## config.mk

```make
export PLATFORM = sky130hd
export DESIGN_NAME = mm_timer16
export DESIGN_NICKNAME = d
export VERILOG_FILES = /design/src/rtl/mmt_pkg.sv /design/src/rtl/mmt_ctrl.sv /design/src/rtl/mmt_dp.sv /design/src/rtl/mm_timer16.sv
export SDC_FILE = /design/constraint.sdc
export NUM_CORES = 1
export LEC_CHECK = 0
export ABC_CLOCK_PERIOD_IN_PS = 3970
export BUFFER_PORTS_ARGS = -buffer_cell sky130_fd_sc_hd__buf_2
export CAP_MARGIN = 10
export CORE_ASPECT_RATIO = 0.7
export CORE_UTILIZATION = 50
export DETAILED_ROUTE_END_ITERATION = 8
export MAX_ROUTING_LAYER = met4
export PLACE_DENSITY = 0.69
export RECOVER_POWER = 25
export SETUP_SLACK_MARGIN = 0.1
export SLEW_MARGIN = 20
export SYNTH_ARGS = -nofsm -noshare
export SYNTH_HDL_FRONTEND = slang
export SYNTH_SLANG_ARGS = --single-unit
```

## constraint.sdc

```tcl
create_clock -name clk -period 3.97 [get_ports clk]
set_input_delay 0.397 -clock clk [delete_from_list [all_inputs] [get_ports clk]]
set_output_delay 0.397 -clock clk [all_outputs]
set_load 0.05 [all_outputs]
```

## src/rtl/mmt_pkg.sv

```systemverilog
package mmt_pkg;
  localparam int ADDR_W = 3;
  localparam logic [ADDR_W-1:0] A_CTRL  = 3'd0;
  localparam logic [ADDR_W-1:0] A_MODE  = 3'd1;
  localparam logic [ADDR_W-1:0] A_CNTLO = 3'd2;
  localparam logic [ADDR_W-1:0] A_CNTHI = 3'd3;
  localparam logic [ADDR_W-1:0] A_CAPLO = 3'd4;
  localparam logic [ADDR_W-1:0] A_CAPHI = 3'd5;

  typedef struct packed {
    logic step;        // advance the count this clock
    logic countUp;     // direction of the step
    logic rollReload;  // rollover loads the reload value (else wraps to zero)
    logic trigCapture; // copy count into reload register
    logic trigReload;  // force count <= reload value
  } mmtStrobe_t;
endpackage

```

## src/rtl/mmt_ctrl.sv

```systemverilog
module mmt_ctrl
  import mmt_pkg::*;
#(
  parameter int DATA_W    = 8,
  parameter int SER_DIV_W = 4
) (
  input  logic              clk,
  input  logic              rstN,
  input  logic              mcTick,
  input  logic              stTick,
  input  logic              cntIn,
  input  logic              trigIn,
  input  logic              wrEn,
  input  logic [ADDR_W-1:0] wrAddr,
  input  logic [DATA_W-1:0] wrData,
  input  logic              rollEvt,
  output mmtStrobe_t        stb,
  output logic [DATA_W-1:0] ctrlByte,
  output logic [DATA_W-1:0] modeByte,
  output logic              irq,
  output logic              tf,
  output logic              exf,
  output logic              serTick,
  output logic              clkOut
);
  localparam logic [SER_DIV_W-1:0] DIV_LAST = '1;

  logic rxClkEn, txClkEn, extEn, run, cntSel, capSel;
  logic downEn, outEn;
  logic cntSamp, trigPrev;
  logic [SER_DIV_W-1:0] serDiv;

  logic wrCtrl, wrMode;
  logic baudMode, clkOutMode, fastMode, reloadMode, updownMode;
  logic cntFall, trigFall, trigHit, tfSet, exfToggle;
  logic tfNext, exfNext;

  assign wrCtrl = wrEn && (wrAddr == A_CTRL);
  assign wrMode = wrEn && (wrAddr == A_MODE);

  // mode decode
  assign baudMode   = rxClkEn | txClkEn;
  assign clkOutMode = outEn & ~cntSel;
  assign fastMode   = baudMode | clkOutMode;
  assign reloadMode = ~baudMode & ~capSel;
  assign updownMode = reloadMode & downEn;

  // input edge detection
  assign cntFall  = mcTick & cntSamp & ~cntIn;
  assign trigFall = trigPrev & ~trigIn;
  assign trigHit  = trigFall & extEn & ~updownMode;

  always_comb begin
    stb             = '0;
    stb.step        = run & (cntSel ? cntFall : (fastMode ? stTick : mcTick));
    stb.countUp     = ~updownMode | trigIn;
    stb.rollReload  = baudMode | ~capSel;
    stb.trigCapture = trigHit & capSel & ~baudMode;
    stb.trigReload  = trigHit & reloadMode;
  end

  assign tfSet     = rollEvt & ~baudMode & ~clkOutMode;
  assign exfToggle = rollEvt & updownMode;

  always_comb begin
    tfNext  = tf;
    exfNext = exf;
    if (wrCtrl) begin
      tfNext  = wrData[7];
      exfNext = wrData[6];
    end
    if (tfSet)     tfNext  = 1'b1;
    if (trigHit)   exfNext = 1'b1;
    if (exfToggle) exfNext = ~exf;
  end

  always_ff @(posedge clk or negedge rstN) begin
    if (!rstN) begin
      {rxClkEn, txClkEn, extEn, run, cntSel, capSel} <= '0;
      {outEn, downEn} <= '0;
      tf       <= 1'b0;
      exf      <= 1'b0;
      cntSamp  <= 1'b0;
      trigPrev <= 1'b0;
      serDiv   <= '0;
      serTick  <= 1'b0;
      clkOut   <= 1'b0;
    end else begin
      tf       <= tfNext;
      exf      <= exfNext;
      trigPrev <= trigIn;
      if (mcTick) cntSamp <= cntIn;
      if (wrCtrl) {rxClkEn, txClkEn, extEn, run, cntSel, capSel} <= wrData[5:0];
      if (wrMode) {outEn, downEn} <= wrData[1:0];
      serTick <= 1'b0;
      if (rollEvt && baudMode) begin
        serDiv  <= serDiv + 1'b1;
        serTick <= (serDiv == DIV_LAST);
      end
      if (rollEvt && clkOutMode) clkOut <= ~clkOut;
    end
  end

  assign irq      = tf | (exf & ~downEn);
  assign ctrlByte = DATA_W'({tf, exf, rxClkEn, txClkEn, extEn, run, cntSel, capSel});
  assign modeByte = DATA_W'({outEn, downEn});

  // a baud rollover never raises the overflow flag
  p_baud_no_tf_r8: assert property (@(posedge clk) disable iff (!rstN)
    (baudMode && !tf && !wrCtrl) |=> !tf);
  // the clock-out level moves only on a rollover in clock-out mode
  p_clkout_steady_r10: assert property (@(posedge clk) disable iff (!rstN)
    !(rollEvt && clkOutMode) |=> $stable(clkOut));
  // a serial pulse always follows a baud rollover
  p_sertick_after_roll_r9: assert property (@(posedge clk) disable iff (!rstN)
    serTick |-> $past(baudMode && rollEvt));
  // a hardware set beats a same-cycle software clear
  p_hw_set_wins_r12: assert property (@(posedge clk) disable iff (!rstN)
    tfSet |=> tf);
endmodule

```

## src/rtl/mmt_dp.sv

```systemverilog
module mmt_dp
  import mmt_pkg::*;
#(
  parameter int DATA_W = 8
) (
  input  logic                clk,
  input  logic                rstN,
  input  mmtStrobe_t          stb,
  input  logic                wrEn,
  input  logic [ADDR_W-1:0]   wrAddr,
  input  logic [DATA_W-1:0]   wrData,
  output logic [2*DATA_W-1:0] cnt,
  output logic [2*DATA_W-1:0] cap,
  output logic                rollEvt
);
  localparam int CNT_W = 2 * DATA_W;
  localparam logic [CNT_W-1:0] ALL_ONES = '1;

  logic [1:0] cntWr, capWr;
  logic upRoll, dnRoll, hwActive;
  logic [CNT_W-1:0] hwNext;

  assign cntWr = {wrEn && (wrAddr == A_CNTHI), wrEn && (wrAddr == A_CNTLO)};
  assign capWr = {wrEn && (wrAddr == A_CAPHI), wrEn && (wrAddr == A_CAPLO)};

  // a software count write or a trigger reload overrides a step
  assign hwActive = stb.step & ~stb.trigReload & ~|cntWr;
  assign upRoll   = hwActive &  stb.countUp & (cnt == ALL_ONES);
  assign dnRoll   = hwActive & ~stb.countUp & (cnt == cap);
  assign rollEvt  = upRoll | dnRoll;

  always_comb begin
    hwNext = cnt;
    if (stb.trigReload)  hwNext = cap;
    else if (upRoll)     hwNext = stb.rollReload ? cap : '0;
    else if (dnRoll)     hwNext = ALL_ONES;
    else if (stb.step)   hwNext = stb.countUp ? cnt + 1'b1 : cnt - 1'b1;
  end

  for (genvar b = 0; b < 2; b++) begin : g_byte
    always_ff @(posedge clk or negedge rstN) begin
      if (!rstN) begin
        cnt[b*DATA_W +: DATA_W] <= '0;
        cap[b*DATA_W +: DATA_W] <= '0;
      end else begin
        if (cntWr[b])      cnt[b*DATA_W +: DATA_W] <= wrData;
        else if (~|cntWr)  cnt[b*DATA_W +: DATA_W] <= hwNext[b*DATA_W +: DATA_W];
        if (capWr[b])      cap[b*DATA_W +: DATA_W] <= wrData;
        else if (stb.trigCapture && ~|capWr)
                           cap[b*DATA_W +: DATA_W] <= cnt[b*DATA_W +: DATA_W];
      end
    end
  end

  // a plain step advances the count by exactly one
  p_step_plus_one_r2: assert property (@(posedge clk) disable iff (!rstN)
    $past(hwActive && stb.countUp && !upRoll) |-> cnt == $past(cnt) + 1'b1);
  // a down rollover lands on all ones
  p_underflow_max_r6: assert property (@(posedge clk) disable iff (!rstN)
    $past(dnRoll) |-> cnt == ALL_ONES);
  // a capture copies the count seen in the trigger cycle
  p_capture_copy_r4: assert property (@(posedge clk) disable iff (!rstN)
    $past(stb.trigCapture && ~|capWr) |-> cap == $past(cnt));
endmodule

```

## src/rtl/mm_timer16.sv

```systemverilog
module mm_timer16
  import mmt_pkg::*;
#(
  parameter int DATA_W    = 8,
  parameter int SER_DIV_W = 4
) (
  input  logic              clk,
  input  logic              rstN,
  input  logic              mcTick,
  input  logic              stTick,
  input  logic              cntIn,
  input  logic              trigIn,
  input  logic              wrEn,
  input  logic [2:0]        wrAddr,
  input  logic [DATA_W-1:0] wrData,
  input  logic [2:0]        rdAddr,
  output logic [DATA_W-1:0] rdData,
  output logic              irq,
  output logic              ovfFlag,
  output logic              extFlag,
  output logic              serTick,
  output logic              clkOut
);
  localparam int CNT_W = 2 * DATA_W;

  mmtStrobe_t        stb;
  logic              rollEvt;
  logic [CNT_W-1:0]  cnt, cap;
  logic [DATA_W-1:0] ctrlByte, modeByte;

  mmt_ctrl #(.DATA_W(DATA_W), .SER_DIV_W(SER_DIV_W)) u_ctrl (
    .clk(clk), .rstN(rstN), .mcTick(mcTick), .stTick(stTick),
    .cntIn(cntIn), .trigIn(trigIn), .wrEn(wrEn), .wrAddr(wrAddr),
    .wrData(wrData), .rollEvt(rollEvt), .stb(stb), .ctrlByte(ctrlByte),
    .modeByte(modeByte), .irq(irq), .tf(ovfFlag), .exf(extFlag),
    .serTick(serTick), .clkOut(clkOut)
  );

  mmt_dp #(.DATA_W(DATA_W)) u_dp (
    .clk(clk), .rstN(rstN), .stb(stb), .wrEn(wrEn), .wrAddr(wrAddr),
    .wrData(wrData), .cnt(cnt), .cap(cap), .rollEvt(rollEvt)
  );

  always_comb begin
    unique case (rdAddr)
      A_CTRL:  rdData = ctrlByte;
      A_MODE:  rdData = modeByte;
      A_CNTLO: rdData = cnt[DATA_W-1:0];
      A_CNTHI: rdData = cnt[CNT_W-1:DATA_W];
      A_CAPLO: rdData = cap[DATA_W-1:0];
      A_CAPHI: rdData = cap[CNT_W-1:DATA_W];
      default: rdData = '0;
    endcase
  end

  // in up/down mode only the overflow flag can hold the request high
  p_irq_updown_r11: assert property (@(posedge clk) disable iff (!rstN)
    (modeByte[0] && irq) |-> ovfFlag);
endmodule

```

==> impl_metrics.json <==
{
  "dr_total_vias": 3958,
  "fin_util_pct": 57.63,
  "grt.total_usage_pct": 37.44,
  "initial_core_util_pct": 52.94,
  "firstDrtPassIters": 7,
  "p_int_mw": 1.354,
  "grt_pass1_wl_mm": 21.98,
  "swShare_pct": 48.91,
  "drive_above_1_share_pct": 15.92,
  "synth-edff-count": 0,
  "synth-seq-area-share_pct": 31.73,
  "die-height_um": 76.31,
  "p_sw_mw": 1.296,
  "hold_depth": 2,
  "synthMuxAreaShare_pct": 12.15,
  "clock.fmax_mhz": 306.2,
  "seqPwrFrac_pct": 37.2,
  "die_w_um": 108.2,
  "via_per_inst": 6.731,
  "avgSynthCellArea_um2": 8.409,
  "r2r_cells": 11,
  "period_share_pct": 82.25,
  "slew_headroom_pct": -12.03,
  "required_ps": 4210,
  "gp_congestion": 1.012,
  "setup_viol_count_final": 0,
  "p_per_area_nw_per_um2": 617.2,
  "postRouteAntennaNets": 0,
  "drc": 0,
  "cp_data_arrival_time_ps": 3510,
  "cp-end-kind": "flip-flop",
  "hp-class": "primary input to flip-flop",
  "final-hold-violation-count": 0,
  "synth_xor_area_share_pct": 6.885,
  "syn-num-nets": 492,
  "vdd_drop_max_uv": 406.6,
  "setup-tns-final_ps": 0,
  "grt.overflow.total": 0,
  "port_buffers": 33,
  "post_cts_buffers": 0,
  "clock-root-buffer": "clkbuf_8",
  "rrSetupSlack_ps": 700,
  "core_um2": 7450,
  "grt_pass1_vias": 3654,
  "drv_cap": 1,
  "hold-path-endpoint": "u_ctrl.cntSamp$_DFFE_PN0P_",
  "finalNonFillerCells": 588,
  "wirelength_mm": 14.16,
  "syn_area_um2": 3944,
  "drv_slew": 29,
  "netlist_instances": 469,
  "tightest_slew_ps": 1680,
  "crit_type": "flip-flop to flip-flop",
  "synth_flop_cell": "dfrtp_1",
  "insertion_delay_ps": 330,
  "ctsHoldBuffers": 0,
  "cts_buffer_depth": 2,
  "reg2reg_to": "u_dp.cnt[14]$_DFFE_PN0P_",
  "final_common_cell": "nand2_1",
  "power_frac_comb_pct": 48.4,
  "critPathLaunch": "u_ctrl.txClkEn$_DFFE_PN0P_",
  "cts.htree.levels": 2,
  "violations": "capacitance limit, slew limit",
  "post_drt_wl_per_cell_um": 24.08,
  "n_antenna_cell": 0,
  "total_power_mw": 2.650,
  "clkSinkCount": 50,
  "numCtsBuffers": 5,
  "grt_start_max_net_pins": 29,
  "status": "complete, but fails checks",
  "cts.clk_slew.worst_paths_ps": 100,
  "antenna_found_initial": 0,
  "clockPowerShare_pct": 14.3,
  "yosysWarnings": 0,
  "io_pins": 34,
  "synthAdderAreaFrac_pct": 0.6345,
  "finClkSkew_ps": 8.437,
  "rsz0062_at_grt": "no",
  "synthDistinctLibCells": 61,
  "synth-simple-area-share_pct": 22.91,
  "placed_cells": 580,
  "rows": 26,
  "ys_ff_latch": 50,
  "reg2reg_from": "u_ctrl.txClkEn$_DFFE_PN0P_",
  "synth_top_family_by_area": "simple AND/OR/NAND/NOR gates",
  "synth_compound_area_share_pct": 21.29,
  "ctsResizeCount": 0,
  "ys_async_sr_fraction_pct": 100.0,
  "timing.final.crit_period_ps": 3265,
  "nets": 512,
  "path_max_fanout": 11,
  "dp_hpwl_mm": 10.40,
  "crit_path_start_kind": "flip-flop",
  "leakage_nw": 1.798,
  "min_from": "cntIn",
  "cts_tree": "yes",
  "area_growth_pct": 8.852,
  "dieArea_um2": 8252,
  "final_cell_mix": "51 x nand2_1, 50 x dfrtp_1, 37 x o21ai_0, 31 x mux2i_1, 31 x buf_2",
  "drt-initial-drc-count": 575
}
worst max-delay path, cell delays in order, from the launching register on:
cell	delay (ps)
dfrtp_1	520
nor4b_4	510
nand2_1	380
xnor2_1	250
ha_1	270
inv_1	80
a211oi_1	350
o221ai_1	180
mux2i_1	210
xor2_1	180
nor3_1	70
o31ai_2	180
flip-flops by register name, summed over array words and instances, names as in the netlist:
name and flops:
u_dp.cap 16, u_ctrl.trigPrev 1, u_ctrl.serTick 1, u_ctrl.downEn 1
u_ctrl.outEn 1, u_ctrl.run 1, u_ctrl.cntSel 1, u_ctrl.clkOut 1
u_ctrl.serDiv 4, u_ctrl.cntSamp 1, u_ctrl.capSel 1, u_ctrl.extEn 1
u_ctrl.txClkEn 1, u_ctrl.rxClkEn 1, u_ctrl.exf 1, u_dp.cnt 16
u_ctrl.tf 1
synthesized netlist by cell type (8+ instances only):
master    instances  area [um^2]
nor4_1           12        75.07
clkbuf_1         25        93.84
mux2_2           15        168.9
nand2_1          51        191.4
o21ai_0          37        185.2
a22oi_1          12        90.09
nand3_1          15        75.07
xor2_1           10        87.58
mux2i_1          31        310.3
nor2_1           27        101.4
nor3_1           10        50.05
nand4_1           8        50.05
o22ai_1           8        50.05
xnor2_1          21        183.9
a21oi_1          27        135.1
dfrtp_1          50         1251
layout make-up:
cell class	count	area, um^2
clock inverter	1	30.03
multi-input combinational	378	2522
inverter	7	26.28
sequential	50	1251
tap	98	122.6
timing repair buffer	47	264.0
clock buffer	7	76.32
fill	677	3157
worst max-delay path by stage:
| stage | cells past startpoint | end | slack, ps |
|---|---|---|---|
| global route | 11 | u_dp.cnt[14]$_DFFE_PN0P_ | 380 |
| floorplan | 4 | rdData[0] | 980 |
| detailed placement | 11 | u_dp.cnt[14]$_DFFE_PN0P_ | 750 |
| CTS | 11 | u_dp.cnt[14]$_DFFE_PN0P_ | 730 |
| finish | 11 | u_dp.cnt[14]$_DFFE_PN0P_ | 700 |
| global placement | 11 | u_dp.cnt[14]$_DFFE_PN0P_ | 890 |
metal layers:
layer | wire length (um) | up-vias | track usage, %
li1 | - | 1793 | -
met5 | 0 | - | -
met1 | 6263 | 1873 | 55.24
met4 | 220 | 0 | 8.219
met3 | 1814 | 24 | 11.21
met2 | 5860 | 268 | 49.68
power groups by stage:
stage	Combinational (mW)	Sequential (mW)	Clock, mW
3_5_place_dp	1.24	0.975	0
6_report	1.28	0.986	0.380
4_1_cts	1.25	0.966	0.379
3_3_place_gp	1.24	0.972	0
2_1_floorplan	0.946	0.822	0
5_1_grt	1.38	1.00	0.394
stage by stage:
stage	instance area (um^2)	hold slack, ps	setup slack (ps)
2_1_floorplan	3944	101.4	983.8
3_3_place_gp	4189	400.3	889.4
3_5_place_dp	4189	422.7	748.4
4_1_cts	4295	66.65	734.4
5_1_grt	4293	325.5	376.3
6_report	4293	322.1	704.5
cell families after synthesis:
kind of cell,Yosys count
XOR/XNOR,31
AND/OR/NAND/NOR,169
buffers and inverters,41
multiplexers,46
adder cells (fa/ha/maj),2
flip-flops,50
AO/OA/AOI/OAI,130
No activity file was read; power rests on OpenSTA's default activity.
